**src/rtl/dual_adc_if.sv**
```systemverilog
module dual_adc_if #(
  parameter int DATA_W      = 12,
  parameter int CONV_CYCLES = 300,
  parameter int ACCESS_DLY  = 2,
  parameter int RELEASE_DLY = 2,
  parameter bit TWOS_COMP   = 1'b1
) (
  input  logic              clk,
  input  logic              rst_n,
  input  logic              convst_n,
  input  logic [DATA_W-1:0] samp_a1,
  input  logic [DATA_W-1:0] samp_a2,
  input  logic [DATA_W-1:0] samp_b1,
  input  logic [DATA_W-1:0] samp_b2,
  input  logic              cs_n,
  input  logic              rd_n,
  input  logic              chan_sel,
  output logic              busy,
  output logic              data_oe,
  output logic [DATA_W-1:0] data_out
);
  localparam int CW = $clog2(CONV_CYCLES + 1);
  localparam int AW = $clog2(ACCESS_DLY + 1);
  localparam int RW = $clog2(RELEASE_DLY + 1);

  logic                    convst_q, busy_q, act_q, ptr, last_sel, oe_q;
  logic [CW-1:0]           conv_cnt;
  logic [AW-1:0]           on_cnt;
  logic [RW-1:0]           off_cnt;
  logic [3:0][DATA_W-1:0]  hold, res;
  logic [DATA_W-1:0]       dout_q;

  function automatic logic [DATA_W-1:0] enc(input logic [DATA_W-1:0] s);
    enc = TWOS_COMP ? {~s[DATA_W-1], s[DATA_W-2:0]} : s;
  endfunction

  wire act      = ~cs_n & ~rd_n;
  wire rd_start = act & ~act_q;
  wire start    = convst_q & ~convst_n & ~busy_q;
  wire done     = busy_q && (conv_cnt == '0);
  wire idx      = (chan_sel != last_sel) ? 1'b0 : ptr;

  always_ff @(posedge clk) begin
    if (!rst_n) begin
      convst_q <= 1'b1;
      act_q    <= 1'b0;
      busy_q   <= 1'b0;
      conv_cnt <= '0;
      hold     <= '0;
      res      <= '0;
      dout_q   <= '0;
      ptr      <= 1'b0;
      last_sel <= 1'b0;
    end else begin
      convst_q <= convst_n;
      act_q    <= act;
      if (start) begin
        hold     <= {samp_b2, samp_b1, samp_a2, samp_a1};
        busy_q   <= 1'b1;
        conv_cnt <= CW'(CONV_CYCLES - 1);
      end else if (busy_q) begin
        if (done) begin
          busy_q <= 1'b0;
          res    <= hold;
        end else begin
          conv_cnt <= conv_cnt - 1'b1;
        end
      end
      if (rd_start) begin
        dout_q   <= enc(res[{chan_sel, idx}]);
        last_sel <= chan_sel;
        ptr      <= ~idx;
      end
      if (done) ptr <= 1'b0;
    end
  end

  always_ff @(posedge clk) begin
    if (!rst_n) begin
      on_cnt  <= '0;
      off_cnt <= '0;
      oe_q    <= 1'b0;
    end else if (act) begin
      off_cnt <= '0;
      if (on_cnt != AW'(ACCESS_DLY)) on_cnt <= on_cnt + 1'b1;
      if (on_cnt >= AW'(ACCESS_DLY - 1)) oe_q <= 1'b1;
    end else begin
      on_cnt <= '0;
      if (off_cnt != RW'(RELEASE_DLY)) off_cnt <= off_cnt + 1'b1;
      if (off_cnt >= RW'(RELEASE_DLY - 1)) oe_q <= 1'b0;
    end
  end

  assign busy     = busy_q;
  assign data_oe  = oe_q;
  assign data_out = oe_q ? dout_q : '0;

  logic [CW-1:0] bsy_len;
  always_ff @(posedge clk) begin
    if (!rst_n)      bsy_len <= '0;
    else if (busy_q) bsy_len <= bsy_len + 1'b1;
    else             bsy_len <= '0;
  end

  p_busy_start_r1: assert property (@(posedge clk) disable iff (!rst_n)
    $fell(convst_n) && !busy |=> busy);
  p_busy_len_r1: assert property (@(posedge clk) disable iff (!rst_n)
    $fell(busy_q) |-> bsy_len == CW'(CONV_CYCLES));
  p_busy_cap_r2: assert property (@(posedge clk) disable iff (!rst_n)
    busy_q |-> bsy_len < CW'(CONV_CYCLES));
  p_hold_stable_r2: assert property (@(posedge clk) disable iff (!rst_n)
    busy_q |=> $stable(hold));
  p_ptr_reset_r7: assert property (@(posedge clk) disable iff (!rst_n)
    $fell(busy_q) |-> !ptr);
  p_oe_gate_r4: assert property (@(posedge clk) disable iff (!rst_n)
    !data_oe |-> data_out == '0);
  p_oe_rise_r4: assert property (@(posedge clk) disable iff (!rst_n)
    $rose(data_oe) |-> !cs_n && !rd_n);
  p_oe_fall_r5: assert property (@(posedge clk) disable iff (!rst_n)
    $fell(data_oe) |-> cs_n || rd_n);
endmodule

```
**config.mk**
```make
export PLATFORM = sky130hd
export DESIGN_NAME = dual_adc_if
export DESIGN_NICKNAME = d
export VERILOG_FILES = /design/src/rtl/dual_adc_if.sv
export SDC_FILE = /design/constraint.sdc
export NUM_CORES = 1
export LEC_CHECK = 0
export BUFFER_PORTS_ARGS = -buffer_cell sky130_fd_sc_hd__buf_4
export CORE_ASPECT_RATIO = 0.8
export CORE_MARGIN = 3
export CORE_UTILIZATION = 30
export CTS_CLUSTER_DIAMETER = 60
export DETAILED_ROUTE_END_ITERATION = 8
export HOLD_SLACK_MARGIN = 0.08
export PLACE_DENSITY = 0.58
export SLEW_MARGIN = 30
export SYNTH_ARGS = -nofsm -noshare
export SYNTH_HDL_FRONTEND = slang
export SYNTH_SLANG_ARGS = --single-unit
```
**constraint.sdc**
```tcl
create_clock -name clk -period 3.72 [get_ports clk]
set_clock_uncertainty 0.15 [all_clocks]
set_input_delay 0.372 -clock clk [delete_from_list [all_inputs] [get_ports clk]]
set_output_delay 0.372 -clock clk [all_outputs]
set_load 0.03 [all_outputs]
```
==> reports/metrics.yaml, run 1 <==
status: "finished clean"
grt_max_degree: 55
viasPerCell: 5.109
rsz0062_at_grt: "no"
grt-ovfl-total: 0
synthSimpleGateAreaFrac: 0.2111
rows: 44
crit_path_start_kind: "register"
fillers: 1924
diodes: 0
drive_gt1_frac: 0.2130
drt_wl_total_mm: 15.48
dieWidth_um: 161.1
hp-class: "primary input to register"
die-area_mm2: 0.02095
dp_slack_ns: 1.370
period_share: 0.6417
cap_violations: 0
cts-resized-gates: 0
power_density_mw_per_mm2: 503.5
port_buffers: 67
drc: 0
crit_family: "simple AND/OR/NAND/NOR gates"
drt_iter0_markers: 339
area_delta_synth_final_pct: 30.44
clock_tree.root_cell: "clkbuf_16"
final_hold_viol_count: 0
cts_buffers: 17
core_mm2: 0.01850
fin_ws_ns: 1.333
seqCellArea_mm2: 0.002544
multi_input_area_mm2: 0.002892
crit_chain: "or4_2 -> buf_4 -> o31ai_2 -> a21oi_1"
synth_cell_types: 50
nets: 797
antenna_found_initial: 0
p_leak_nw: 2.734
ant_nets: 0
die_h_um: 130.1
synthCells: 663
dp_hpwl_mm: 10.01
clk_pin_slew_ns: 0.06
synthMuxAreaShare: 0.006937
synth_compound_area_frac: 0.2617
worst_slew_pin_slew_ns: 0.8998
synth.avg_cell_area_um2: 8.706
synth_top_family_by_area: "compound AO/OA/AOI/OAI gates"
min_period_ns: 2.387
grt_pass1_wl_mm: 25.29
cp-end-kind: "register"
ys_ff_latch: 127
yosys_warnings: 0
syn_nets: 722
synth_fa_ha_area_frac: 0.01084
worstPathArrival_ns: 2.50
insertion_delay_ns: 0.41
io_pins: 68
crit_buf_inv: 1
finalSetupTns_ns: 0
maxSlewViolCount: 0
slew_headroom: 0.3993
gp_congestion: 0.7792
fmax_ghz: 0.4189
cts_sinks: 127
slowest_stage: "or4_2"
dr_total_vias: 5129
peakVddDrop_mv: 0.3626
grt_pass1_vias: 4863
setup_viol: 0
avgRoutedWirePerCell_um: 15.41
synthXorXnorAreaFrac: 0.004552
netlist_area_mm2: 0.005772
critPathMaxFanout: 31
start_util: 0.3120
cts_tree: "yes"
cts.path.max_buffers: 2
cpPeakStageDelay_ns: 0.97
drtPass1Iterations: 5
path_class: "register to register"
grt.total_usage: 0.1492
cts_max_level: 4
required_ns: 3.83
ys_seq_area_frac: 0.4405
what timing repair did:
action | in CTS | in global routing
endpoints found under the hold margin | 49 | 0
buffers inserted | 0 | 0
hold buffers | 49 | 0
worst register-to-register path, stage by stage, from the launching register on:
cell and delay [ns]:
dfxtp_1 0.35, or4_2 0.97, buf_4 0.42, o31ai_2 0.26, a21oi_1 0.09
metrics by stage:
step	hold WS [ns]	util	total power [mW]	cells	instance area, um^2
final	0.1116	0.4070	3.791	1004	7528
after global routing	0.1230	0.4070	3.958	1004	7528
after CTS	0.09598	0.4068	3.836	1004	7525
after detailed placement	0.3003	0.3448	1.939	923	6379
after global placement	0.2961	0.3448	1.936	923	6379
after floorplan	0.2867	-	1.818	663	5772
final timing paths:
| path | end | cells past startpoint | slack (ns) | start |
|---|---|---|---|---|
| max | res[34] | 4 | 1.33 | conv_cnt[4] |
| min | data_oe | 3 | 0.11 | rd_n |
| max reg2reg | res[34] | 4 | 1.33 | conv_cnt[4] |
| min reg2reg | hold[14] | 2 | 0.31 | hold[14] |
flip-flops by register name, summed over array words and instances (netlist names):
name / flops
act_q: 1
busy: 1
conv_cnt: 9
convst_q: 1
data_oe: 1
dout_q: 12
hold: 48
last_sel: 1
off_cnt: 2
on_cnt: 2
ptr: 1
res: 48
cell usage in the layout, fill, tap and decap left out, types with 2 or more instances in the layout:
cell type / n
a21oi_1: 102
and3_1: 14
mux2i_1: 4
nand2_1: 106
nand2b_1: 2
nor3_1: 3
nand4_1: 48
ha_1: 5
o21ai_0: 4
a2111oi_0: 2
a31oi_1: 2
nand3_1: 13
xor2_1: 2
o31ai_2: 40
dlygate4sd3_1: 49
clkbuf_16: 17
and3b_1: 12
o21ai_1: 2
bufinv_16: 5
and2_1: 12
a211o_1: 2
a211oi_1: 25
inv_1: 10
nor2b_1: 2
dfxtp_1: 126
clkinvlp_4: 2
o31ai_1: 20
clkbuf_8: 3
nor2_1: 8
or3_1: 5
clkinv_2: 4
buf_4: 78
cell usage after synthesis (all sizes together):
library cell	n	area, um^2
a2111oi	3	32.53
inv	11	41.29
or3b	2	20.02
clkbuf	46	172.7
a2111o	1	11.26
o211a	1	10.01
nand2b	2	12.51
buf	25	153.9
nor3	3	15.01
or4b	1	10.01
a311o	1	10.01
and3b	12	105.1
and4bb	1	12.51
a211o	2	17.52
nand2	106	397.9
or2	1	6.260
ha	5	62.56
o21a	1	7.510
nand4bb	1	11.26
and3	14	87.58
nand3	13	65.06
a311oi	1	8.760
and2	12	75.07
o31ai	60	650.6
nor3b	1	12.51
o31a	1	8.760
nor4	1	6.260
or4	1	7.510
nor2	8	30.03
xor2	2	17.52
a211oi	26	200.2
a21oi	102	510.5
nand4	48	300.3
xnor2	1	8.760
or3	5	31.28
o21ai	6	30.03
a31oi	2	12.51
dfxtp	127	2542
clkinv	1	3.750
mux2i	4	40.04
nor2b	2	12.51
report_power, final:
group	internal, mW	switching, mW
registers	1.42	0.0499
logic	0.168	0.316
clock network	1.24	0.600
total	2.83	0.965
kinds of logic (layout without fill, tap and decap cells):
family	count (synthesis)	count (layout)
compound gates	207	207
mux	4	4
buf+inv	83	171
xor+xnor	3	3
simple gates	234	234
flops	127	127
fa+ha+maj	5	5
per-layer routing:
layer / vias to the layer above / wire length (um) / global-route usage / share of wire
met1: 2464 / 7963 / 0.2132 / 0.51
met4: 0 / 119 / 0.03541 / 0.0077
met2: 94 / 6722 / 0.2269 / 0.43
li1: 2561 / - / - / -
met3: 10 / 671 / 0.03808 / 0.043
met5: - / 0 / 0 / 0
cell type report:
class / instances / share of cell area
flip-flops and latches: 127 / 0.3379
clock inverters: 11 / 0.02460
well taps: 253 / 0.04205
clock buffers: 21 / 0.06249
inverters: 12 / 0.005983
multi-input cells: 453 / 0.3841
repair buffers: 127 / 0.1429
No activity file was read; power rests on OpenSTA's default activity.
==> run 2: changes to the inputs <==
==> constraint.sdc (replaced) <==
create_clock -name clk -period 2.3 [get_ports clk]
set_clock_uncertainty 0.15 [all_clocks]
set_input_delay 0.23 -clock clk [delete_from_list [all_inputs] [get_ports clk]]
set_output_delay 0.23 -clock clk [all_outputs]
set_load 0.03 [all_outputs]
==> reports/metrics.yaml, run 2 (synthesis results as in run 1) <==
status: "finished clean"  # unchanged
slowest_stage: "or4_2"  # unchanged
insertion_delay_ns: 0.41  # about the same
cpPeakStageDelay_ns: 0.68  # was 0.97 ns
core_mm2: 0.01850  # unchanged
holdWs_ns: 0.3057  # was 0.1116 ns
placed_area_mm2: 0.006479  # was 0.006379 mm^2
die_h_um: 130.1  # unchanged
viasPerCell: 5.097  # was 5.109
crit_family: "simple AND/OR/NAND/NOR gates"  # unchanged
grt_max_degree: 62  # was 55
dp_hpwl_mm: 10.16  # was 10.01 mm
seqCellArea_mm2: 0.002544  # unchanged
cts_sinks: 127  # unchanged
crit_cells: 4  # unchanged
fin_area_mm2: 0.007654  # was 0.007528 mm^2
r2r_start: "conv_cnt[4]"  # unchanged
critPathMaxFanout: 32  # was 31
grt-ovfl-total: 0  # unchanged
reg2reg_slack_ns: 0.32  # was 1.33 ns
grt_pass1_wl_mm: 25.67  # was 25.29 mm
final_hold_viol_count: 0  # unchanged
finalSetupTns_ns: 0  # unchanged
ant_nets: 0  # unchanged
cts_setup_buffers: 0  # unchanged
cp-end-kind: "register"  # unchanged
dieWidth_um: 161.1  # unchanged
required_ns: 2.44  # was 3.83 ns
worstPathArrival_ns: 2.12  # was 2.50 ns
rsz0062_at_grt: "no"  # unchanged
clk_pin_slew_ns: 0.06  # about the same
multi_input_area_mm2: 0.002888  # was 0.002892 mm^2
min_period_ns: 1.981  # was 2.387 ns
start_util: 0.3120  # unchanged
period_share: 0.8614  # was 0.6417
io_pins: 68  # unchanged
clock_tree.root_cell: "clkbuf_16"  # unchanged
drt_iter0_markers: 400  # was 339
worst_slew_pin_slew_ns: 0.7627  # was 0.8998 ns
rows: 44  # unchanged
power_density_mw_per_mm2: 792.5  # was 503.5 mW/mm^2
ff2ff_path_depth: 4  # unchanged
avgRoutedWirePerCell_um: 15.14  # was 15.41 um
peakVddDrop_mv: 0.4638  # was 0.3626 mV
hold_start: "hold[15]"  # was rd_n
drt_wl_total_mm: 15.44  # was 15.48 mm
drtPass1Iterations: 6  # was 5
cts_max_level: 4  # unchanged
path_class: "register to register"  # unchanged
slew_headroom: 0.4915  # was 0.3993
reg.largest.list: "hold: 48 flops, res: 48 flops, dout_q: 12 flops"  # unchanged
dr_total_vias: 5199  # was 5129
antenna_found_initial: 0  # unchanged
crit_buf_inv: 1  # unchanged
cts_buffers: 17  # unchanged
grt_pass1_vias: 4964  # was 4863
drc: 0  # unchanged
crit_chain: "or4_2 -> buf_4 -> o31ai_2 -> a21oi_1"  # unchanged
final_cell_mix: "dfxtp_1, nand2_1, a21oi_1"  # unchanged
maxSlewViolCount: 0  # unchanged
fillers: 1944  # was 1924
cts_tree: "yes"  # unchanged
nets: 813  # was 797
drive_gt1_frac: 0.2190  # was 0.2130
hold_depth: 2  # was 3
fmax_ghz: 0.5047  # was 0.4189 GHz
hp-class: "register to register"  # was primary input to register
p_leak_nw: 2.800  # was 2.734 nW
utilization: 0.4138  # was 0.4070
gp_congestion: 0.8023  # was 0.7792
r2r-end: "res[22]"  # was res[34]
cts.path.max_buffers: 2  # unchanged
crit_path_start_kind: "register"  # unchanged
setup_viol: 0  # unchanged
grt.total_usage: 0.1501  # was 0.1492
die-area_mm2: 0.02095  # unchanged
diodes: 0  # unchanged
cap_violations: 0  # unchanged
area_delta_synth_final_pct: 32.60  # was 30.44%
port_buffers: 67  # unchanged
min_to: "hold[15]"  # was data_oe
layout_commonest_cell: "dfxtp_1"  # unchanged
-- run 2: changes by cell type in the layout (fill, tap and decap cells not counted), sizes merged --
cell	change
clkinvlp	-1
bufinv	-1
clkbuf	+1
clkinv	+1
buf	+10
dlygate4sd3	+6
-- run 2: area by class of cell --
type | instances | area share
Clock inverter | 10 | 0.02093
Tap cell | 253 | 0.04136
Timing Repair Buffer | 143 | 0.1615
Clock buffer | 22 | 0.06065
Multi-Input combinational cell | 453 | 0.3773
Inverter | 12 | 0.005885
Sequential cell | 127 | 0.3324
-- run 2: repair_timing --
action                    4_1_cts  5_1_grt
hold endpoints to repair       65        0
hold buffers                   55        0
resized for setup               0        0
-- run 2: worst max-delay path by stage --
stage                            from     endpoint
after floorplan                  busy  conv_cnt[7]
after global placement    conv_cnt[4]      res[21]
after detailed placement  conv_cnt[1]      res[26]
after CTS                 conv_cnt[4]      res[34]
after global routing      conv_cnt[1]      res[42]
final                     conv_cnt[4]      res[22]
-- run 2: layer usage --
layer,track usage,up-vias,wire length [um]
li1,-,2605,-
met1,0.2204,2477,7949
met2,0.2202,104,6565
met3,0.03078,13,793
met4,0.04856,0,131
met5,0,-,0
-- run 2: stage by stage --
stage               setup slack, ns  cells  power (mW)
detailed placement           0.3349    933       3.176
CTS                          0.3301   1020       6.115
finish                       0.3188   1020       6.065
global placement             0.3761    933       3.173
global route                 0.1525   1020       6.311
floorplan                    0.4039    663       2.940
-- run 2: worst reg2reg max path: stages (launching register included) --
cell and delay [ns]:
dfxtp_1 0.36, or4_2 0.68, buf_4 0.31, o31ai_2 0.26, a21oi_1 0.09
-- run 2: power by group --
part	leakage (nW)	switching, mW	internal (mW)	total (mW)
combinational	1.46	0.526	0.306	0.831
sequential	1.03	0.0747	2.30	2.37
clock	0.304	0.994	1.87	2.86
total	2.80	1.59	4.47	6.07
==> run 3: changes to the inputs <==
--- a/config.mk
+++ b/config.mk
@@ -13,6 +13,7 @@
 export DETAILED_ROUTE_END_ITERATION = 8
 export HOLD_SLACK_MARGIN = 0.08
 export PLACE_DENSITY = 0.58
+export SETUP_SLACK_MARGIN = 0.5
 export SLEW_MARGIN = 30
 export SYNTH_ARGS = -nofsm -noshare
 export SYNTH_HDL_FRONTEND = slang
==> reports/metrics.yaml, run 3 (synthesis results as in run 1) <==
dieWidth_um: 161.1  # unchanged
utilization: 0.4201  # was 0.4138
dp_hpwl_mm: 10.17  # was 10.16 mm
clk_pin_slew_ns: 0.06  # about the same
required_ns: 2.44  # about the same
grt_pass1_vias: 5019  # was 4964
drt_wl_total_mm: 15.54  # was 15.44 mm
peakVddDrop_mv: 0.4674  # was 0.4638 mV
path_class: "primary input to register"  # was register to register
ant_nets: 0  # unchanged
crit_path_start_kind: "primary input"  # was register
cts_tree: "yes"  # unchanged
cp-end-kind: "register"  # unchanged
finalSetupTns_ns: 0  # unchanged
nets: 813  # unchanged
io_pins: 68  # unchanged
clock_tree.root_cell: "clkbuf_16"  # unchanged
rows: 44  # unchanged
cts_sinks: 127  # unchanged
cap_violations: 0  # unchanged
area_delta_synth_final_pct: 34.64  # was 32.60%
power_density_mw_per_mm2: 789.5  # was 792.5 mW/mm^2
slew_headroom: 0.6553  # was 0.4915
diodes: 0  # unchanged
status: "finished clean"  # unchanged
cts.path.max_buffers: 2  # unchanged
port_buffers: 67  # unchanged
dr_total_vias: 5158  # was 5199
worst_slew_pin_slew_ns: 0.5171  # was 0.7627 ns
critPathMaxFanout: 13  # was 32
start_util: 0.3120  # unchanged
die-area_mm2: 0.02095  # unchanged
multi_input_area_mm2: 0.002944  # was 0.002888 mm^2
hp-class: "register to register"  # unchanged
drive_gt1_frac: 0.2425  # was 0.2190
cts_buffers: 17  # unchanged
grt_max_degree: 55  # was 62
grt.total_usage: 0.1506  # was 0.1501
seqCellArea_mm2: 0.002554  # was 0.002544 mm^2
setup_viol: 0  # unchanged
insertion_delay_ns: 0.41  # about the same
drc: 0  # unchanged
fmax_ghz: 0.5757  # was 0.5047 GHz
avgRoutedWirePerCell_um: 15.24  # was 15.14 um
p_leak_nw: 2.834  # was 2.800 nW
grt_pass1_wl_mm: 25.66  # was 25.67 mm
min_period_ns: 1.737  # was 1.981 ns
gp_congestion: 0.7795  # was 0.8023
antenna_found_initial: 0  # unchanged
layout_commonest_cell: "dfxtp_1"  # unchanged
period_share: 0.7553  # was 0.8614
cts_max_level: 4  # unchanged
viasPerCell: 5.057  # was 5.097
maxSlewViolCount: 0  # unchanged
grt-ovfl-total: 0  # unchanged
rsz0062_at_grt: "no"  # unchanged
fillers: 1881  # was 1944
final_hold_viol_count: 0  # unchanged
worstPathArrival_ns: 1.88  # was 2.12 ns
reg.largest.list: "hold: 48 flops, res: 48 flops, dout_q: 12 flops"  # unchanged
core_mm2: 0.01850  # unchanged
drt_iter0_markers: 343  # was 400
final_cell_mix: "dfxtp_1, nand2_1, a21oi_1"  # unchanged
die_h_um: 130.1  # unchanged
drtPass1Iterations: 5  # was 6
[run 3: final timing paths]
| kind | startpoint | end | slack [ns] | cells past startpoint |
|---|---|---|---|---|
| worst max-delay path | cs_n | dout_q[11] | 0.56 | 4 |
| worst min-delay path | hold[26] | hold[26] | 0.30 | 2 |
| worst max register to register | conv_cnt[7] | conv_cnt[0] | 0.56 | 4 |
| worst min register to register | hold[26] | hold[26] | 0.30 | 2 |
[run 3: worst max-delay path, stage by stage]
cell	delay (ns)
dlygate4sd3_1	0.55
buf_4	0.15
or3_1	0.58
o31a_1	0.37
[run 3: area by class of cell]
cell class                 instances  area share
inverter                          12    0.006118
clock buffer                      19     0.05828
sequential                       127      0.3286
tap                              253     0.04073
timing repair buffer             143      0.1636
multi-input combinational        453      0.3788
clock inverter                    13     0.02383
[run 3: where the power goes]
group          total (mW)  switching (mW)  internal, mW
Sequential           2.38          0.0818          2.30
Combinational       0.865           0.534         0.332
Clock                2.89            1.01          1.88
[run 3: metrics by stage]
step	area [um^2]	hold slack (ns)	std cells	worst slack [ns]	power, mW
global placement	6507	0.2963	935	0.3971	3.163
global route	7771	0.3290	1020	0.4942	6.390
floorplan	5773	0.1815	663	0.5274	2.940
detailed placement	6507	0.2996	935	0.3573	3.172
CTS	7714	0.3077	1020	0.4594	6.161
finish	7771	0.3042	1020	0.5629	6.135
[run 3: routing by layer]
layer / track usage / vias to the layer above / routed length, um
met5: 0 / - / 0
met4: 0.04906 / 0 / 93
met3: 0.02571 / 8 / 658
met2: 0.2212 / 103 / 6625
met1: 0.2240 / 2447 / 8164
li1: - / 2600 / -
[run 3: timing repair]
| action | CTS | global route |
|---|---|---|
| gates resized for setup | 11 | 15 |
| endpoints found under the setup margin | 59 | 80 |
| hold buffers | 53 | 0 |
| buffers inserted | 0 | 0 |
| endpoints found under the hold margin | 64 | 0 |
